$ cat src/rtl/dither_ring.sv
module dither_ring #(
  parameter int DEPTH = 8,
  parameter int W     = 8
) (
  input  logic         clk,
  input  logic         rst_n,
  input  logic         active_win,
  input  logic         sh_strobe,
  input  logic         sw_rd,
  input  logic         sw_wr,
  input  logic [W-1:0] sw_wdata,
  input  logic         err_clr,
  output logic [W-1:0] thresh,
  output logic [W-1:0] sw_rdata,
  output logic         sw_err
);
  localparam int PW = (DEPTH > 1) ? $clog2(DEPTH) : 1;
  localparam logic [PW-1:0] LAST = PW'(DEPTH - 1);

  logic [W-1:0]  ring [DEPTH];
  logic [PW-1:0] head, head_nxt;
  logic          strobe_q;
  logic          hw_hit, sw_req, sw_ok, sw_bad, rotate;

  assign hw_hit   = sh_strobe & ~strobe_q & active_win;
  assign sw_req   = sw_rd | sw_wr;
  assign sw_ok    = sw_req & ~active_win;
  assign sw_bad   = sw_req & active_win;
  assign rotate   = hw_hit | sw_ok;
  assign head_nxt = (head == LAST) ? '0 : head + 1'b1;

  always_ff @(posedge clk or negedge rst_n) begin
    if (!rst_n) begin
      strobe_q <= 1'b0;
      head     <= '0;
      thresh   <= '0;
      sw_rdata <= '0;
      sw_err   <= 1'b0;
      for (int i = 0; i < DEPTH; i++) ring[i] <= '0;
    end else begin
      strobe_q <= sh_strobe;
      if (hw_hit) thresh <= ring[head];
      if (sw_ok && sw_rd) sw_rdata <= ring[head];
      if (sw_ok && sw_wr) ring[head] <= sw_wdata;
      if (rotate) head <= head_nxt;
      if (sw_bad) sw_err <= 1'b1;
      else if (err_clr) sw_err <= 1'b0;
    end
  end

  assert_thresh_hold_R4: assert property (@(posedge clk) disable iff (!rst_n)
    !(sh_strobe && !strobe_q && active_win) |=> $stable(thresh));

  assert_outside_win_R5: assert property (@(posedge clk) disable iff (!rst_n)
    (!active_win && !sw_rd && !sw_wr) |=> ($stable(head) && $stable(thresh)));

  assert_refused_R6: assert property (@(posedge clk) disable iff (!rst_n)
    (active_win && (sw_rd || sw_wr) && !(sh_strobe && !strobe_q))
      |=> ($stable(head) && $stable(sw_rdata) && sw_err));

  assert_rdata_hold_R3: assert property (@(posedge clk) disable iff (!rst_n)
    !(sw_rd && !active_win) |=> $stable(sw_rdata));

  assert_err_sticky_R7: assert property (@(posedge clk) disable iff (!rst_n)
    (sw_err && !err_clr) |=> sw_err);

  assert_wrap_R8: assert property (@(posedge clk) disable iff (!rst_n)
    (rotate && head == LAST) |=> (head == '0));

  assert_collide_R10: assert property (@(posedge clk) disable iff (!rst_n)
    (sh_strobe && !strobe_q && active_win && (sw_rd || sw_wr))
      |=> (sw_err && head == (($past(head) == LAST) ? '0 : $past(head) + 1'b1)));
endmodule

$ cat config.mk
export PLATFORM = sky130hd
export DESIGN_NAME = dither_ring
export DESIGN_NICKNAME = d
export VERILOG_FILES = /design/src/rtl/dither_ring.sv
export SDC_FILE = /design/constraint.sdc
export NUM_CORES = 1
export LEC_CHECK = 0
export ABC_AREA = 1
export BUFFER_PORTS_ARGS = -buffer_cell sky130_fd_sc_hd__buf_2
export CAP_MARGIN = 25
export CORE_UTILIZATION = 45
export DETAILED_ROUTE_END_ITERATION = 6
export HOLD_SLACK_MARGIN = 0.1
export SLEW_MARGIN = 20
export SYNTH_ARGS = -nofsm -noshare
export SYNTH_HDL_FRONTEND = slang
export SYNTH_SLANG_ARGS = --single-unit
$ cat constraint.sdc
create_clock -name clk -period 2.7 [get_ports clk]
set_input_delay 0.27 -clock clk [delete_from_list [all_inputs] [get_ports clk]]
set_output_delay 0.27 -clock clk [all_outputs]
set_load 0.02 [all_outputs]
* After elaboration in Yosys (flattened, before gate mapping) *
Index checks and enable logic that the tools add are counted.

word-level totals
  logic and storage cells = 39
  output and inout bits = 17
  flip-flop bits (word level) = 85
  bits of input ports = 15

cells by class
  equality and inequality tests = 1
  add/subtract/negate cells = 1
  reductions and logical operators = 4
  $lt $le $gt $ge = 2
  bitwise operators = 9
  muxes and demuxes = 9

operators by type and width
  cell                                                 count
  bitwise mux 64 bit                                   1
  binary-select mux 8 bit (select 3 bit)               1
  demux 8 bit (select 3 bit)                           1
  2-to-1 mux 8 bit                                     3
  AND 1 bit                                            4
  >= comparator 4 bit (second input constant)          1
  < comparator 4 x 1 -> 1 bit (second input constant)  1
  inverter 3 -> 4 bit                                  1
  adder 3 x 1 -> 3 bit (second input constant)         1
  equality test 3 bit (second input constant)          1
  logical AND 1 bit                                    3
  2-to-1 mux 3 bit                                     1
  2-to-1 mux 1 bit                                     2
  inverter 1 bit                                       2
  bitwise OR 1 bit                                     2
  nonzero test 2 bit                                   1

* Logic depth before layout (Yosys ltp) *
  depth in word-level cells = 6
  mapped depth = 12
  gate-level depth less buffers = 9

* Least setup slack after synthesis *
Ideal clock, no wire load.

  path kind = register to register
  start point = reg head[0]
  end point = reg thresh[2]
  setup time = 65 ps
  period minus slack after synthesis = 1394 ps
  arrival time = 1329 ps
  stages on the path, launching flop included = 13
  required time = 2635 ps
  slack = 1306 ps
  path buffers = 3
  cells stage by stage = dfrtp_1 -> buf_2 -> inv_4 -> buf_4 -> buf_4 -> nand2_1 -> nand2_1 -> nand2_1 -> nand2_1 -> nand2_1 -> nand2_1 -> nand2_1 -> nand2_1

on the way
  cells in the longest elaborated chain, start to end = 4

RTL lines
  element                                              RTL line  text
  from (decl)                                          21        logic [PW-1:0] head, head_nxt;
  from (signal assigned)                               45        if (rotate) head <= head_nxt;
  inverter 3 -> 4 bit (not written as such)            42        if (hw_hit) thresh <= ring[head];
  binary-select mux 8 bit (select 3 bit)               42
  2-to-1 mux 8 bit (not written as such) (2 in a row)  42
  to (signal assigned)                                 42
  to (decl)                                            13        output logic [W-1:0] thresh,

Every way passes these cells. The select of a mux whose other input is x is not followed.
A chain may end at the register's enable or synchronous reset.

* Worst setup path after layout *
  start point = reg head[2]
  end point = reg ring[18] in the netlist's numbering

on the way
  cells in the longest elaborated chain, start to end = 6
  elaborated cells between the ends (all ways) = 7
  classes of those cells = order compare: 2; mux: 3; bitwise: 1; reduce/logical: 1

RTL lines
  element                                                                                          RTL line  text
  inverter 3 -> 4 bit (not written as such) *                                                      44        if (sw_ok && sw_wr) ring[head] <= sw_wdata;
  >= comparator 4 bit (not written as such) / < comparator 4 x 1 -> 1 bit (equally long branches)  44
  logical AND 1 bit (not written as such)                                                          44
  2-to-1 mux 8 bit (not written as such)                                                           44
  demux 8 bit (select 3 bit) *                                                                     44
  bitwise mux 64 bit *                                                                             44
  to (signal, indexed assignment)                                                                  44
  to (decl)                                                                                        20        logic [W-1:0] ring [DEPTH];

Every way passes the cells marked *; elsewhere a longest branch is shown, timed or not.

==> summary.txt <==
Status
  • Outcome: complete, no violations

Clock network
  • CTS buffer count: 9
  • CTS resizes: 0
  • Setup bufs post-CTS: 0
  • CTS tree: yes
  • Root Driver: clkbuf_8
  • Clock sink count: 85
  • CTS Hold Buffers Added: 3
  • Clock transition at the registers of the reported paths: 0.08 ns
  • Clock Tree Buf Depth: 2
  • Clk_lat worst skew: 0.36 ns
  • H-tree depth: 3

Timing
  • Slew @ Worst Pin: 0.772 ns
  • Fin crit period: 1.95 ns
  • Final worst-path cycle share: 72.4%
  • Unrepaired setup endpoints after global routing: no
  • Slew Limit Headroom: 48.1%
  • Maximum clock rate: 0.512 GHz
  • Setup_tns: 0 ns
  • Final hold violation count: 0
  • Final-report max-slew violation count: 0
  • Clk_skew: 0.0133 ns
  • Hold WS: 0.154 ns
  • Finish-stage setup viols: 0

Hold path
  • Hold WC Path Type: in -> reg
  • Hold path depth: 3

Floorplanning
  • Row Count: 33
  • DIE WIDTH: 95.5 um
  • Starting density of the core: 47.2%
  • Ports: 32
  • Die height: 95.5 um
  • Die area: 9120 um2
  • Core Area: 8340 um2

Logic synthesis
  • Cell variety after synth: 18
  • Synth top area share: 54.1%
  • Synth Instances: 508
  • Syn avg cell area: 7.75 um2
  • Number of synthesis warnings: 0
  • Cell taking the most area after synthesis: dfrtp_1
  • Post-synthesis register bit count: 85
  • Sequential cell area fraction in the yosys report: 54.1%
  • Top cells by area, synth: dfrtp_1, nand2_1, o21ai_0, inv_1, nand4_2
  • Syn nets: 525
  • Post-Syn Area: 3940 um2

Global routing
  • Initial antenna violation count: 0
  • First-pass GRT wire length: around 15000 um
  • Total grt overflow: 0
  • Vias in the first global route: roughly 3.0k
  • Tot GR Track Use: 22.6%
  • Pin count of the biggest net entering global routing: 47

Critical path
  • Levels on crit path: 3
  • R2R depth: 3
  • Nature of the critical path startpoint: register
  • Crit path max-delay family: simple AND/OR/NAND/NOR gates
  • Kind of critical path: reg -> reg
  • Crit-path cells: inv_2, nor4_4, o21ai_0
  • Arr. time, crit path: ~2.2 ns
  • Slowest stage delay, CP: 0.72 ns
  • Slowest cell on crit path: nor4_4
  • CP endpoint kind: register
  • Data required time of the worst path: 2.91 ns
  • CP Max Fanout: 16
  • WP buf/inv: 1

Cells and area
  • Synth-to-Final Area Change: 12.2%
  • Final nets: 551
  • Non-Filler Instances: 644
  • Most common cell after layout, fill and taps aside: nand2_1
  • Antenna cells: 0
  • Commonest cells after routing, fill and taps aside: nand2_1, dfrtp_1, o21ai_0
  • Share of cells above drive strength 1: 11.5%

Power and ir drop
  • Comb power frac: 36.5%
  • Sw Share: 40.0%
  • Clock share of power: between 20% and 30%
  • Peak VDD IR: 0.381 mV
  • PwrDens: 1170 nW/um2
  • Internal power: 0.00311 W
  • LEAKAGE: ~2.4 nW
  • Reg power frac: 42.9%
  • Sw Pwr: 0.00207 W

Drt
  • Final wirelength: approximately 9200 um
  • DR WL/cell: 14.3 um
  • Routed via count: 3227
  • DRC: 0
  • DRT Pass-1 Iters: 5
  • Iteration-0 DRC Markers: 212
  • DR vias/cell: 5.01
  • Detail Route Antenna Nets: 0

Place
  • RD Place Congestion: 0.779
  • Dpl hpwl: between 6000 and 7000 um
  • Placed cell count: 625
  • Input/output buffers: 31

Run
  • MaxCap Viol Count: 0
-- through the flow --
step	util (%)	setup slack (ns)	total power, W	area [um2]
after floorplan	-	1.31	0.00359	3940
final	53.0	0.745	0.00519	4420
after global routing	53.0	0.509	0.00564	4420
after detailed placement	49.7	0.776	0.00413	4150
after global placement	49.7	0.842	0.00409	4150
after CTS	53.0	0.752	0.00522	4420
-- power by group through the flow --
stage               Sequential, W  Clock [W]  Combinational [W]
floorplan                 0.00228          0            0.00130
global route              0.00230    0.00115            0.00219
global placement          0.00223          0            0.00186
detailed placement        0.00224          0            0.00189
finish                    0.00223    0.00107            0.00189
CTS                       0.00223    0.00109            0.00191
-- final cells by class --
cell class                      instances  area, um2
Multi-Input combinational cell        368       1570
Fill cell                             822       3920
Sequential cell                        85       2130
Clock inverter                          7        114
Inverter                               33        126
Clock buffer                            9        124
Timing Repair Buffer                   37        223
Tap cell                              105        131
-- flip-flops by register name, indices dropped and copies added (netlist names) --
| signal | count |
|---|---|
| strobe_q | 1 |
| head | 3 |
| ring | 64 |
| sw_err | 1 |
| thresh | 8 |
| sw_rdata | 8 |
-- synth_stat cells --
cell type,instances
nand2_2,1
buf_4,4
clkbuf_1,7
dfrtp_1,85
o21ai_1,3
buf_2,10
ha_1,2
nand2_1,284
nand4_1,1
nand3_1,1
nor2_1,2
inv_1,29
inv_4,1
inv_2,3
nand4_2,5
buf_1,1
o21ai_0,67
nor4_4,2
-- final timing paths --
check / endpoint / slack [ns] / startpoint
max in group asynchronous: ring[24] / 1.65 / rst_n
setup / recovery: ring[18] / 0.75 / head[2]
hold / removal: ring[17] / 0.15 / sw_wdata[1]
min in group asynchronous: sw_err / 0.43 / rst_n
hold reg to reg: thresh[2] / 0.48 / thresh[2]
setup reg to reg: ring[18] / 0.75 / head[2]
-- worst reg2reg max path: stages, from the launching register on --
cell and delay [ns]:
dfrtp_1 0.67, inv_2 0.25, nor4_4 0.72, o21ai_0 0.17
-- cells by family (layout without fill, tap and decap cells) --
group,count (synthesis),count (layout),share of synthesized area (%)
compound gates,70,70,8.90
fa+ha+maj,2,2,0.636
buf+inv,55,86,6.01
flops,85,85,54.1
simple gates,296,296,30.4
-- routing by layer --
metal | track usage [%] | part of all wire [%] | wire length (um) | vias to the layer above
li1 | - | - | - | 1628
met1 | 32.6 | 50 | 4580 | 1509
met2 | 33.3 | 44 | 4070 | 72
met3 | 3.43 | 3.5 | 326 | 18
met4 | 10.4 | 2.4 | 223 | 0
met5 | 0 | 0 | 0 | -
(Power assumes the default switching activity.)
